==> src/rtl/poll_pkg.sv <==
package poll_pkg;

    typedef enum logic [1:0] {
        ST_IDLE  = 2'd0,
        ST_ISSUE = 2'd1,
        ST_WAIT  = 2'd2,
        ST_GAP   = 2'd3
    } poll_state_e;

    // Status bit positions used by the common wait conditions
    localparam int unsigned STS_BUSY_BIT = 0;
    localparam int unsigned STS_WEL_BIT  = 1;

endpackage

==> src/rtl/poll_match_cmp.sv <==
module poll_match_cmp #(
    parameter int unsigned DW = 8
) (
    input  logic [DW-1:0] status,
    input  logic [DW-1:0] mask,
    input  logic [DW-1:0] expect_val,
    output logic          hit
);
    logic [DW-1:0] diff;

    always_comb begin
        diff = (status ^ expect_val) & mask;
        hit  = (diff == '0);
    end
endmodule

==> src/rtl/poll_timer.sv <==
module poll_timer #(
    parameter int unsigned TW = 24
) (
    input  logic          clk,
    input  logic          rst_n,
    input  logic          clear,
    input  logic          run,
    input  logic [TW-1:0] limit,
    output logic          expire
);
    logic [TW-1:0] cnt_d, cnt_q;

    always_comb begin
        cnt_d = cnt_q;
        if (clear) begin
            cnt_d = '0;
        end else if (run && (cnt_q != '1)) begin
            cnt_d = cnt_q + TW'(1);
        end
        expire = run && (limit != '0) && (cnt_q == (limit - TW'(1)));
    end

    always_ff @(posedge clk or negedge rst_n) begin
        if (!rst_n) cnt_q <= '0;
        else        cnt_q <= cnt_d;
    end
endmodule

==> src/rtl/flash_status_poller.sv <==
module flash_status_poller
    import poll_pkg::*;
#(
    parameter int unsigned DW = 8,
    parameter int unsigned GW = 16,
    parameter int unsigned TW = 24
) (
    input  logic          clk,
    input  logic          rst_n,
    input  logic          start,
    input  logic [DW-1:0] opcode,
    input  logic [DW-1:0] mask,
    input  logic [DW-1:0] match_val,
    input  logic [GW-1:0] interval,
    input  logic [TW-1:0] limit,
    output logic          cmd_valid,
    output logic [DW-1:0] cmd_opcode,
    input  logic          cmd_ready,
    input  logic          rsp_valid,
    input  logic [DW-1:0] rsp_data,
    output logic          busy,
    output logic          match_hit,
    output logic          timed_out,
    output logic [DW-1:0] last_status
);
    typedef struct packed {
        poll_state_e   st;
        logic [DW-1:0] op;
        logic [DW-1:0] msk;
        logic [DW-1:0] mval;
        logic [GW-1:0] gap_ld;
        logic [GW-1:0] gap_cnt;
        logic [TW-1:0] lim;
        logic          hit_f;
        logic          tmo_f;
        logic [DW-1:0] last;
    } regs_t;

    regs_t r_d, r_q;
    logic  cmp_hit;
    logic  tmo_expire;
    logic  accept_rsp;

    poll_match_cmp #(.DW(DW)) cmp_i (
        .status     (rsp_data),
        .mask       (r_q.msk),
        .expect_val (r_q.mval),
        .hit        (cmp_hit)
    );

    poll_timer #(.TW(TW)) tmr_i (
        .clk    (clk),
        .rst_n  (rst_n),
        .clear  (r_q.st == ST_IDLE),
        .run    (r_q.st != ST_IDLE),
        .limit  (r_q.lim),
        .expire (tmo_expire)
    );

    always_comb begin
        r_d        = r_q;
        accept_rsp = (r_q.st == ST_WAIT) && rsp_valid;
        unique case (r_q.st)
            ST_IDLE: begin
                if (start) begin
                    r_d.st     = ST_ISSUE;
                    r_d.op     = opcode;
                    r_d.msk    = mask;
                    r_d.mval   = match_val;
                    r_d.gap_ld = interval;
                    r_d.lim    = limit;
                    r_d.hit_f  = 1'b0;
                    r_d.tmo_f  = 1'b0;
                end
            end
            ST_ISSUE: begin
                if (cmd_ready) r_d.st = ST_WAIT;
            end
            ST_WAIT: begin
                if (rsp_valid) begin
                    r_d.last = rsp_data;
                    if (cmp_hit) begin
                        r_d.st    = ST_IDLE;
                        r_d.hit_f = 1'b1;
                    end else if (r_q.gap_ld == '0) begin
                        r_d.st = ST_ISSUE;
                    end else begin
                        r_d.st      = ST_GAP;
                        r_d.gap_cnt = r_q.gap_ld;
                    end
                end
            end
            ST_GAP: begin
                if (r_q.gap_cnt <= GW'(1)) r_d.st = ST_ISSUE;
                else                       r_d.gap_cnt = r_q.gap_cnt - GW'(1);
            end
            default: r_d.st = ST_IDLE;
        endcase
        // Budget expiry loses to a hit judged on the same edge
        if (tmo_expire && !(accept_rsp && cmp_hit)) begin
            r_d.st    = ST_IDLE;
            r_d.tmo_f = 1'b1;
        end
    end

    always_ff @(posedge clk or negedge rst_n) begin
        if (!rst_n) r_q <= '0;
        else        r_q <= r_d;
    end

    assign busy        = (r_q.st != ST_IDLE);
    assign cmd_valid   = (r_q.st == ST_ISSUE);
    assign cmd_opcode  = r_q.op;
    assign match_hit   = r_q.hit_f;
    assign timed_out   = r_q.tmo_f;
    assign last_status = r_q.last;
endmodule

==> config.mk <==
export PLATFORM = sky130hd
export DESIGN_NAME = flash_status_poller
export DESIGN_NICKNAME = d
export VERILOG_FILES = /design/src/rtl/poll_pkg.sv /design/src/rtl/poll_match_cmp.sv /design/src/rtl/poll_timer.sv /design/src/rtl/flash_status_poller.sv
export SDC_FILE = /design/constraint.sdc
export NUM_CORES = 1
export LEC_CHECK = 0
export ABC_AREA = 1
export ABC_CLOCK_PERIOD_IN_PS = 2300
export BUFFER_PORTS_ARGS = -buffer_cell sky130_fd_sc_hd__buf_2
export CORE_MARGIN = 5
export CORE_UTILIZATION = 46
export CTS_BUF_LIST = sky130_fd_sc_hd__clkbuf_16
export CTS_CLUSTER_DIAMETER = 30
export DETAILED_ROUTE_END_ITERATION = 6
export HOLD_SLACK_MARGIN = 0.15
export PLACE_DENSITY = 0.62
export SLEW_MARGIN = 15
export SYNTH_ARGS = -nofsm -noshare
export SYNTH_HDL_FRONTEND = slang
export SYNTH_SLANG_ARGS = --single-unit
==> constraint.sdc <==
create_clock -name clk -period 2.3 [get_ports clk]
set_input_delay 0.345 -clock clk [delete_from_list [all_inputs] [get_ports clk]]
set_output_delay 0.345 -clock clk [all_outputs]
set_load 0.005 [all_outputs]
==> results.md, run 1 <==
- Status: finished clean
- Port bufs: 96
- Critical path's largest stage delay: 0.38 ns
- Hold Path Class: input pin to flip-flop
- Mapped Cells: about 900
- Synth Register Bits: roughly 120
- First-pass GRT wire length: roughly 29000 um
- Htree depth: 4
- Final Setup Violations: 0
- MaxCap Viol Count: 0
- Mapped Area: 6880 sq um
- Net count, final: roughly 1100
- Fillers: 1349
- Pleak: 4.12 nW
- Die area: between 15000 and 20000 sq um
- Ys flop type: dfrtp_1
- Mean post-synth cell area: a little under 8 sq um
- Post-route setup TNS: 0 ns
- Worst skew pair latency: approximately 0.42 ns
- Vias in the first global route: 5830
- Crit path setup slack, layout: around 0.27 ns
- DR pass1 iterations: 5
- Pin count of the biggest net entering global routing: 53
- Worst-path cell chain: inv_1, ha_1, nand2_2, nor2_4, nand4_1, nand2_1, nand3_1, nor2_1, nand2_1, nor2_1, nor2_1
- Antenna-violating nets left: 0
- N_diodes: 0
- Number of flops mapped to enable cells by yosys: 0
- TritonCTS buffer count: 17
- Root Buffer: clkbuf_16
- GRT Overall Usage: between 20% and 30%
- Top-count cell post-synth: nand2_1
- TritonCTS clock tree: done
- Setup CP Type: flip-flop to flip-flop
- Longest Clk Path Bufs: 2
- Most Frequent Cell on Critical Path: nor2_1
- Post-route clock period utilization: 88.3%
- DRC: 0
- Clk_skew: approximately 0.0063 ns
- Critical path required time: ~2.6 ns
- RSZ-0062 raised after global routing: false
- Register Area: 2900 sq um
- Post-cts sizing count: 0
- Final Cell Area: between 8000 and 9000 sq um
- Clk pin slew, worst setup/hold paths: roughly 0.05 ns
- Layout cells sized above 1: between 20% and 30%
- Worst Path Max Fanout: 9
- Die Wd: 132 um
- Distinct cells, synth: 44
- Endpoint type of the worst setup path: flip-flop
- Area taken by multi-input logic gates: about 3300 sq um
- Tot Pwr: 0.00980 W
- Max IR drop VDD: between 700 and 800 uV
- P&R area growth vs syn: 20.7%
- Post-synth top cells: nand2_1, nor2_1, dfrtp_1
- Min Tclk post-route: 2.03 ns
- Drt wl/cell: between 10 and 15 um
- Vias/cell: roughly 5
- Area of the core: 14600 sq um
- Max-slew violation count: 0
- Critical path launch point type: flip-flop
- Post-Place Cell Area: around 7500 sq um
- FFs w/ async S/R, synth: between 90% and 100%
- Synth top area share: 42.2%
- Post-DP HPWL: roughly 13000 um
- Max_slew headroom: 70.7%
- Post-synth top area cell: dfrtp_1
- Final Hold Vio Count: 0
- Crit path max-delay cell type: dfrtp_1
- Synth area leaders: dfrtp_1, nand2_1, nor2_1
- Initial Util: between 40% and 50%
- CP arrival: between 2 and 2.5 ns
- Die span in y: 132 um
- F_max: a little under 500 MHz
- Ys Warns: 0
- # IOs: 97
- Via count: 6058
- DR iter-0 viols: 350
- Initial antenna violation count: 0
- Post-synth net total: around 980
- Fin util: between 50% and 60%
- Sequential area share after synthesis: between 40% and 50%
- DP Worst Slack: 0.294 ns
- Worst-margin pin slew: 0.438 ns
- Rows: 44
- Routability cong.: just under 0.9
- Grt ovf: 0
- WL final: approximately 17000 um
- Top delay family on crit path: simple AND/OR/NAND/NOR gates
- PD cells: approximately 1200 nW/um^2
- TritonCTS Sinks: around 120
- Critical path buffers and inverters: 1
placed cells by master, fill, tap and decap left out, types with 4 or more instances in the layout:
| master | n |
|---|---|
| a21oi_1 | 40 |
| buf_2 | 95 |
| buf_4 | 12 |
| clkbuf_16 | 17 |
| dfrtp_1 | 116 |
| dlygate4sd3_1 | 24 |
| ha_1 | 5 |
| inv_1 | 102 |
| inv_2 | 4 |
| mux2_2 | 32 |
| nand2_1 | 207 |
| nand2_2 | 6 |
| nand3_1 | 55 |
| nand3_2 | 5 |
| nand3b_1 | 6 |
| nand4_1 | 16 |
| nor2_1 | 128 |
| nor2_2 | 9 |
| nor2_4 | 5 |
| nor3_1 | 10 |
| nor4_1 | 4 |
| o21ai_0 | 40 |
| o21ai_2 | 10 |
| o31ai_1 | 5 |
| or2_2 | 7 |
| xnor2_1 | 7 |
| xor2_1 | 16 |
final cells by class:
class                           instances  area share [%]
Multi-Input combinational cell        637            40.3
Sequential cell                       116            35.0
Timing Repair Buffer                  134            10.4
Clock buffer                           17            5.12
Inverter                              105            4.75
Tap cell                              184            2.77
Clock inverter                         13            1.73
registers in the layout, indices dropped and copies added, names as in the netlist:
name / count
r_q: 74
tmr_i.cnt_q: 24
cmd_opcode: 8
last_status: 8
match_hit: 1
timed_out: 1
worst register-to-register path, cell delays in order, from the launching register on:
cell     delay [ns]
dfrtp_1        0.38
inv_1          0.17
ha_1           0.24
nand2_2        0.13
nor2_4         0.24
nand4_1        0.12
nand2_1        0.09
nand3_1        0.08
nor2_1         0.19
nand2_1        0.10
nor2_1         0.14
nor2_1         0.05
per-stage QoR:
| step | std cells | hold slack (ns) |
|---|---|---|
| global placement | 1152 | 0.257 |
| finish | 1206 | 0.160 |
| detailed placement | 1152 | 0.260 |
| global route | 1206 | 0.153 |
| CTS | 1206 | 0.150 |
| floorplan | 895 | 0.0494 |
worst paths after layout:
check                      slack [ns]  depth (start not counted)        endpoint            from
min reg2reg                      0.47                          2  last_status[7]  last_status[7]
max                              0.27                         11         r_q[90]         r_q[10]
min                              0.16                          2         r_q[21]       limit[11]
min in group asynchronous        0.37                          2         r_q[36]           rst_n
max in group asynchronous        1.27                          3         r_q[23]           rst_n
max reg2reg                      0.27                         11         r_q[90]         r_q[10]
logic make-up after synthesis:
family | Yosys count | share of synthesized area, %
flip-flops | 116 | 42.2
adder cells (fa/ha/maj) | 5 | 0.909
buffers and inverters | 142 | 9.33
AO/OA/AOI/OAI | 111 | 9.35
AND/OR/NAND/NOR | 465 | 29.9
multiplexers | 33 | 5.38
XOR/XNOR | 23 | 2.93
timing repair:
| action | in CTS | in global routing |
|---|---|---|
| endpoints found under the hold margin | 43 | 0 |
| setup endpoints to repair | 0 | 0 |
| hold buffers | 24 | 0 |
| setup buffers | 0 | 0 |
where the power goes:
part / switching (W) / internal, W
Clock: 0.000930 / 0.00167
Combinational: 0.00214 / 0.00155
Sequential: 0.000648 / 0.00287
Total: 0.00372 / 0.00609
per-layer routing:
layer	GRT usage, %	vias to the layer above	wire, um
li1	-	3092	-
met1	25.3	2787	7620
met2	33.6	144	8340
met3	4.92	35	799
met4	6.96	0	432
met5	0	-	0
(Power assumes the default switching activity.)
==> run 2: changes to the inputs <==
- ABC_AREA: 1 -> not set
- PLACE_DENSITY: 0.62 -> 0.63
==> run 2 against run 1 <==
  * The run now ends with negative setup slack left
  * Worst hold slack gained 0.026 ns
  * Critical path depth shrank 1
  * Clock power grew 8.8%
  * Core utilization grew 7.8 points
  * Non-clock buffer count grew 102
  * Synthesized cell count shrank 18%
  * Clock skew grew 0.0022 ns
  * Synthesized area shrank 9.0%
  * Sequential power shrank 1%
  * Global-route usage grew 2.3 points
  * Final area grew 3.6%
  * Clock-buffer cell count is the same
  * Critical path type unchanged
  * Critical endpoint is now r_q[91]
  * Highest routed layer unchanged
==> results.md, run 2 <==
- Status: finished, violations left
- Violated checks: negative setup slack
- Die span in y: between 100 and 150 um
- Die Wd: around 130 um
- Final Hold Vio Count: 0
- Synth area leaders: dfrtp_1, nand2_1, xor2_1
- # IOs: 97
- Min Tclk post-route: between 3 and 4 ns
- Cell-internal power: slightly below 0.007 W
- Vias in the first global route: roughly 6000
- Psw: ~0.0040 W
- Max IR drop VDD: about 750 uV
- Critical path required time: between 2 and 3 ns
- DRC: 0
- Ys flop type: dfrtp_1
- TritonCTS buffer count: 17
- CP arrival: between 3 and 4 ns
- Logic pwr share: roughly two fifths
- Critical path launch point type: flip-flop
- Commonest cells after routing, fill and taps aside: nand2_1, dfrtp_1, buf_2, buf_4, dlygate4sd3_1
- Pin count of the biggest net entering global routing: 44
- Antenna-violating nets left: 0
- P&R area growth vs syn: 37.4%
- FFs w/ async S/R, synth: 100%
- First-pass GRT wire length: about 29000 um
- Root Buffer: clkbuf_16
- GRT Overall Usage: roughly 22%
- WL final: between 15000 and 20000 um
- Initial Util: a little under half
- Number of flops mapped to enable cells by yosys: 0
- Seq pwr share: between 30% and 40%
- Fillers: approximately 1100
- DR pass1 iterations: 4
- Hold_ws: roughly 0.19 ns
- Max_slew headroom: between 60% and 70%
- Final Cell Area: about 8600 sq um
- TritonCTS Sinks: about 120
- Layout cells sized above 1: between 20 and 25%
- Crit path max-delay cell type: or4_4
- DR iter-0 viols: approximately 320
- Crit path setup slack, layout: -0.725 ns
- Rows: 42
- Mapped Cells: around 740
- Max-slew violation count: 0
- N_diodes: 0
- Area of the core: between 10000 and 15000 sq um
- Net count, final: between 1000 and 1500
- RSZ-0062 raised after global routing: true
- Die area: 16000 sq um
- Post-synth top cells: nand2_1, dfrtp_1, nor2_1
- Routability cong.: 0.884
- Synth Register Bits: approximately 120
- Synth top area share: between 40% and 50%
- Mapped Area: 6260 sq um
- DP Worst Slack: -0.697 ns
- Mean post-synth cell area: about 8.5 sq um
- Most common cell after layout, fill and taps aside: nand2_1
- Grt ovf: 0
- Largest registers: r_q: 74 flops, tmr_i.cnt_q: 24 flops
- Post-Place Cell Area: 7300 sq um
- Biggest register: r_q
- Sequential area share after synthesis: between 40% and 50%
- Cell total after placement: between 1000 and 1500
- Worst-path cell chain: inv_2, ha_4, or4b_4, nor3_4, xnor2_1, nand3_1, or4b_1, or4_4, a2111oi_4, nor3_1
- Critical path's largest stage delay: 0.56 ns
- Post-DP HPWL: about 12000 um
- Post-synth top area cell: dfrtp_1
- Top-count cell post-synth: nand2_1
- Setup CP Type: flip-flop to flip-flop
- Worst-margin pin slew: between 0.5 and 0.6 ns
- Post-route clock period utilization: 132%
- Hold Path Class: input pin to flip-flop
- Drt wl/cell: 15.2 um
- Vias/cell: a little over 5
- Pleak: between 4 and 5 nW
- Largest register FFs: 74
- Htree depth: 4
- Post-synth net total: between 800 and 900
- F_max: between 300 and 400 MHz
- Distinct cells, synth: 58
- Longest Clk Path Bufs: 2
- Via count: a little under 6000
- Clk pin slew, worst setup/hold paths: around 0.06 ns
- TritonCTS clock tree: done
- Final Setup Violations: 3
- MaxCap Viol Count: 0
- Initial antenna violation count: 0
- Clk_skew: between 0.008 and 0.009 ns
- Port bufs: 96
- Sw Ratio: a little under two fifths
- Worst Path Max Fanout: 3
- PD cells: 1260 nW/um^2
- Worst skew pair latency: 0.42 ns
- Ys Warns: 0
- Power share of the clock group: between 20% and 30%
- Endpoint type of the worst setup path: flip-flop
- Fin cells: ~1100
-- run 2: changes by cell type in the layout (fill, tap and decap cells not counted), moves of 15 or more --
cell,previous run,this run
xor2_1,16,31
mux2_2,32,10
dlygate4sd3_1,24,64
inv_1,102,8
buf_4,12,75
nor2_1,128,62
nand3_1,55,16
xnor2_1,7,26
-- run 2: path summary, 6_finish.rpt --
kind | from | end | slack [ns] | cells after the start
setup / recovery | r_q[11] | r_q[91] | -0.72 | 10
hold / removal | rsp_data[3] | last_status[3] | 0.19 | 2
setup reg to reg | r_q[11] | r_q[91] | -0.72 | 10
hold reg to reg | cmd_opcode[2] | cmd_opcode[2] | 0.47 | 2
max in group asynchronous | rst_n | r_q[48] | 1.21 | 3
min in group asynchronous | rst_n | r_q[23] | 0.46 | 2
-- run 2: per-layer routing --
| metal | vias up | wire length [um] | global-route usage, % |
|---|---|---|---|
| met5 | - | 0 | 0 |
| met4 | 0 | 247 | 7.63 |
| met3 | 19 | 859 | 5.38 |
| met2 | 126 | 8450 | 37.5 |
| met1 | 2773 | 7540 | 28.2 |
| li1 | 2861 | - | - |
-- run 2: timing repair --
item                                   CTS  global route
hold buffers                            64             0
endpoints found under the hold margin  100             0
resized for setup                        0             5
setup endpoints to repair                3             6
buffers inserted                         1             0
-- run 2: final cells by class --
type	count	area [sq um]	area share [%]
inverter	10	37.5	0.436
sequential	116	2900	33.8
timing repair buffer	236	1720	20.0
clock inverter	15	204	2.37
tap	176	220	2.56
multi-input combinational	555	3090	35.9
clock buffer	17	425	4.95
-- run 2: critical path: cells and delay by family, from the launching register on --
kind / cells / cell delay (ns)
AND/OR/NAND/NOR: 6 / 1.82
flip-flops: 1 / 0.39
AO/OA/AOI/OAI: 1 / 0.31
XOR/XNOR: 1 / 0.14
adder cells (fa/ha/maj): 1 / 0.13
buffers and inverters: 1 / 0.09
-- run 2: cells by family (layout without fill, tap and decap cells) --
| kind of cell | count (synthesis) | in the layout | share of synthesized area [%] |
|---|---|---|---|
| and+or+nand+nor | 384 | 384 | 27.5 |
| DFF | 116 | 116 | 46.4 |
| AOI/OAI and AO/OA | 96 | 96 | 9.64 |
| buffers and inverters | 66 | 278 | 5.20 |
| xor gates and xnor gates | 57 | 57 | 7.98 |
| muxes | 13 | 13 | 2.28 |
| adders and majority gates | 5 | 5 | 1.00 |
-- run 2: power groups by stage --
stage	logic (W)	clock network (W)	registers (W)
4_1_cts	0.00451	0.00289	0.00346
3_5_place_dp	0.00438	0	0.00349
3_3_place_gp	0.00422	0	0.00345
2_1_floorplan	0.00296	0	0.00337
6_report	0.00452	0.00283	0.00346
5_1_grt	0.00505	0.00297	0.00359
-- run 2: metrics by stage --
stage / utilization, % / TNS [ns] / power (W)
5_1_grt: 64.7 / -2.60 / 0.0116
6_report: 64.7 / -2.13 / 0.0108
2_1_floorplan: - / -1.95 / 0.00633
4_1_cts: 64.5 / -2.17 / 0.0109
3_5_place_dp: 54.9 / -2.06 / 0.00786
3_3_place_gp: 54.9 / -1.87 / 0.00767
==> run 3: changes to the inputs <==
- CAP_MARGIN: not set -> 20
- PLACE_DENSITY: 0.63 -> 0.7
==> run 3 against run 2 <==
  * The flow still finishes with violations (negative setup slack)
  * Clock power is essentially flat
  * Wire length grew 0.80%
  * Cell count grew 0.36%
  * Register-to-register slack gained 0.09 ns
  * Critical endpoint is now r_q[90]
  * Sequential share of layout area shrank 0.12 points
  * Fmax grew 3.0%
  * Core utilization grew 0.24 points
  * Worst hold slack lost 0.029 ns
  * Critical path depth grew 3
==> results.md, run 3 (synthesis gave the netlist of run 2 again) <==
- Status: finished, violations left
- Violated checks: negative setup slack
- Longest Clk Path Bufs: 2
- TritonCTS buffer count: 17
- Vias in the first global route: roughly 5900
- PD cells: between 1000 and 1500 nW/um^2
- DR pass1 iterations: 7
- F_max: about 340 MHz
- P&R area growth vs syn: 37.9%
- Die Wd: ~130 um
- First-pass GRT wire length: around 29000 um
- TritonCTS Sinks: around 120
- Crit path max-delay cell type: a2111oi_4
- Endpoint type of the worst setup path: flip-flop
- Final Setup Violations: 3
- Most common cell after layout, fill and taps aside: nand2_1
- Max_slew headroom: a little under three fifths
- Commonest cells after routing, fill and taps aside: nand2_1, dfrtp_1, buf_2, buf_4
- Initial Util: a little under half
- Pin count of the biggest net entering global routing: 50
- Drt wl/cell: about 15 um
- Die area: between 15000 and 20000 sq um
- Hold Path Class: input pin to flip-flop
- Port bufs: 96
- RSZ-0062 raised after global routing: true
- Biggest register: r_q
- DRC: 0
- Post-DP HPWL: 11800 um
- Root Buffer: clkbuf_16
- Htree depth: 4
- Worst skew pair latency: 0.42 ns
- Pleak: just over 4 nW
- Clk pin slew, worst setup/hold paths: approximately 0.060 ns
- Area of the core: ~13000 sq um
- Setup CP Type: flip-flop to flip-flop
- Grt ovf: 0
- WL final: approximately 17000 um
- Most Frequent Cell on Critical Path: buf_4
- Via count: just under 6000
- Min Tclk post-route: 2.94 ns
- MaxCap Viol Count: 0
- Antenna-violating nets left: 0
- Net count, final: 1022
- N_diodes: 0
- Max IR drop VDD: roughly 680 uV
- Die span in y: roughly 130 um
- Largest registers: r_q: 74 flops, tmr_i.cnt_q: 24 flops
- Max-slew violation count: 0
- Rows: 42
- Layout cells sized above 1: ~25%
- CP arrival: 3.23 ns
- Routability cong.: slightly below 0.9
- DR iter-0 viols: slightly below 400
- Final Hold Vio Count: 0
- Post-route clock period utilization: 128%
- Critical path launch point type: flip-flop
- # IOs: 97
- Crit path setup slack, layout: -0.637 ns
- TritonCTS clock tree: done
- Worst-path cell chain: inv_2, ha_4, buf_4, buf_4, nor4b_1, buf_4, and4_1, mux2_2, mux2i_1, o21ai_0, nand4_1, a2111oi_4, nor3_1
- Initial antenna violation count: 0
- Vias/cell: about 5.1
- Critical path's largest stage delay: approximately 0.4 ns
- DP Worst Slack: -0.644 ns
- Clk_skew: about 0.018 ns
- Worst-margin pin slew: between 0.6 and 0.7 ns
- Largest register FFs: 74
- GRT Overall Usage: around 22%
- Worst Path Max Fanout: 6
- Fin util: approximately 65%
- Critical path required time: approximately 2.6 ns
run 3: layout make-up:
cell class / count / area (sq um)
clock inverter: 15 / 204
tap: 176 / 220
timing repair buffer: 240 / 1770
multi-input combinational: 555 / 3070
clock buffer: 17 / 425
inverter: 10 / 37.5
sequential: 116 / 2900
fill: 1057 / 4660
run 3: through the flow:
| step | cell area, sq um | TNS (ns) | power, W | hold slack [ns] | std cells |
|---|---|---|---|---|---|
| final | 8630 | -1.90 | 0.0109 | 0.157 | 1129 |
| after detailed placement | 7350 | -1.92 | 0.00787 | 0.423 | 1031 |
| after floorplan | 6300 | -1.95 | 0.00633 | 0.0494 | 737 |
| after CTS | 8620 | -1.93 | 0.0108 | 0.151 | 1128 |
| after global placement | 7350 | -1.77 | 0.00774 | 0.422 | 1031 |
| after global routing | 8630 | -2.35 | 0.0116 | 0.154 | 1129 |
run 3: what timing repair did:
item	4_1_cts	5_1_grt
buffers inserted	3	1
endpoints found under the hold margin	108	0
setup endpoints to repair	3	6
gates cloned	0	0
hold buffers	62	0
resized for setup	0	1
run 3: worst paths after layout:
| kind | start | endpoint | slack, ns | depth (start not counted) |
|---|---|---|---|---|
| hold / removal | limit[19] | r_q[29] | 0.16 | 3 |
| min in group asynchronous | rst_n | tmr_i.cnt_q[7] | 0.50 | 2 |
| hold reg to reg | r_q[76] | r_q[76] | 0.47 | 2 |
| max in group asynchronous | rst_n | cmd_opcode[0] | 1.12 | 3 |
| setup / recovery | r_q[11] | r_q[90] | -0.64 | 13 |
| setup reg to reg | r_q[11] | r_q[90] | -0.64 | 13 |
run 3: critical path, delay by kind of cell (launching register included):
kind	cells	cell delay [ns]
compound gates	2	0.63
simple gates	4	0.94
fa+ha+maj	1	0.13
buf+inv	4	0.46
mux	2	0.26
flops	1	0.38
run 3: per-layer routing:
metal  up-vias  GRT usage, %  wire length (um)
met5         -             0                 0
met4         0          6.94               301
met3        26          6.05               942
met2       159          35.1              8130
met1      2763          30.0              7860
li1       2866             -                 -
run 3: report_power, final:
group	total, W	internal (W)	switching, W
clock	0.00283	0.00182	0.00101
combinational	0.00456	0.00216	0.00240
sequential	0.00347	0.00285	0.000621
total	0.0109	0.00683	0.00402
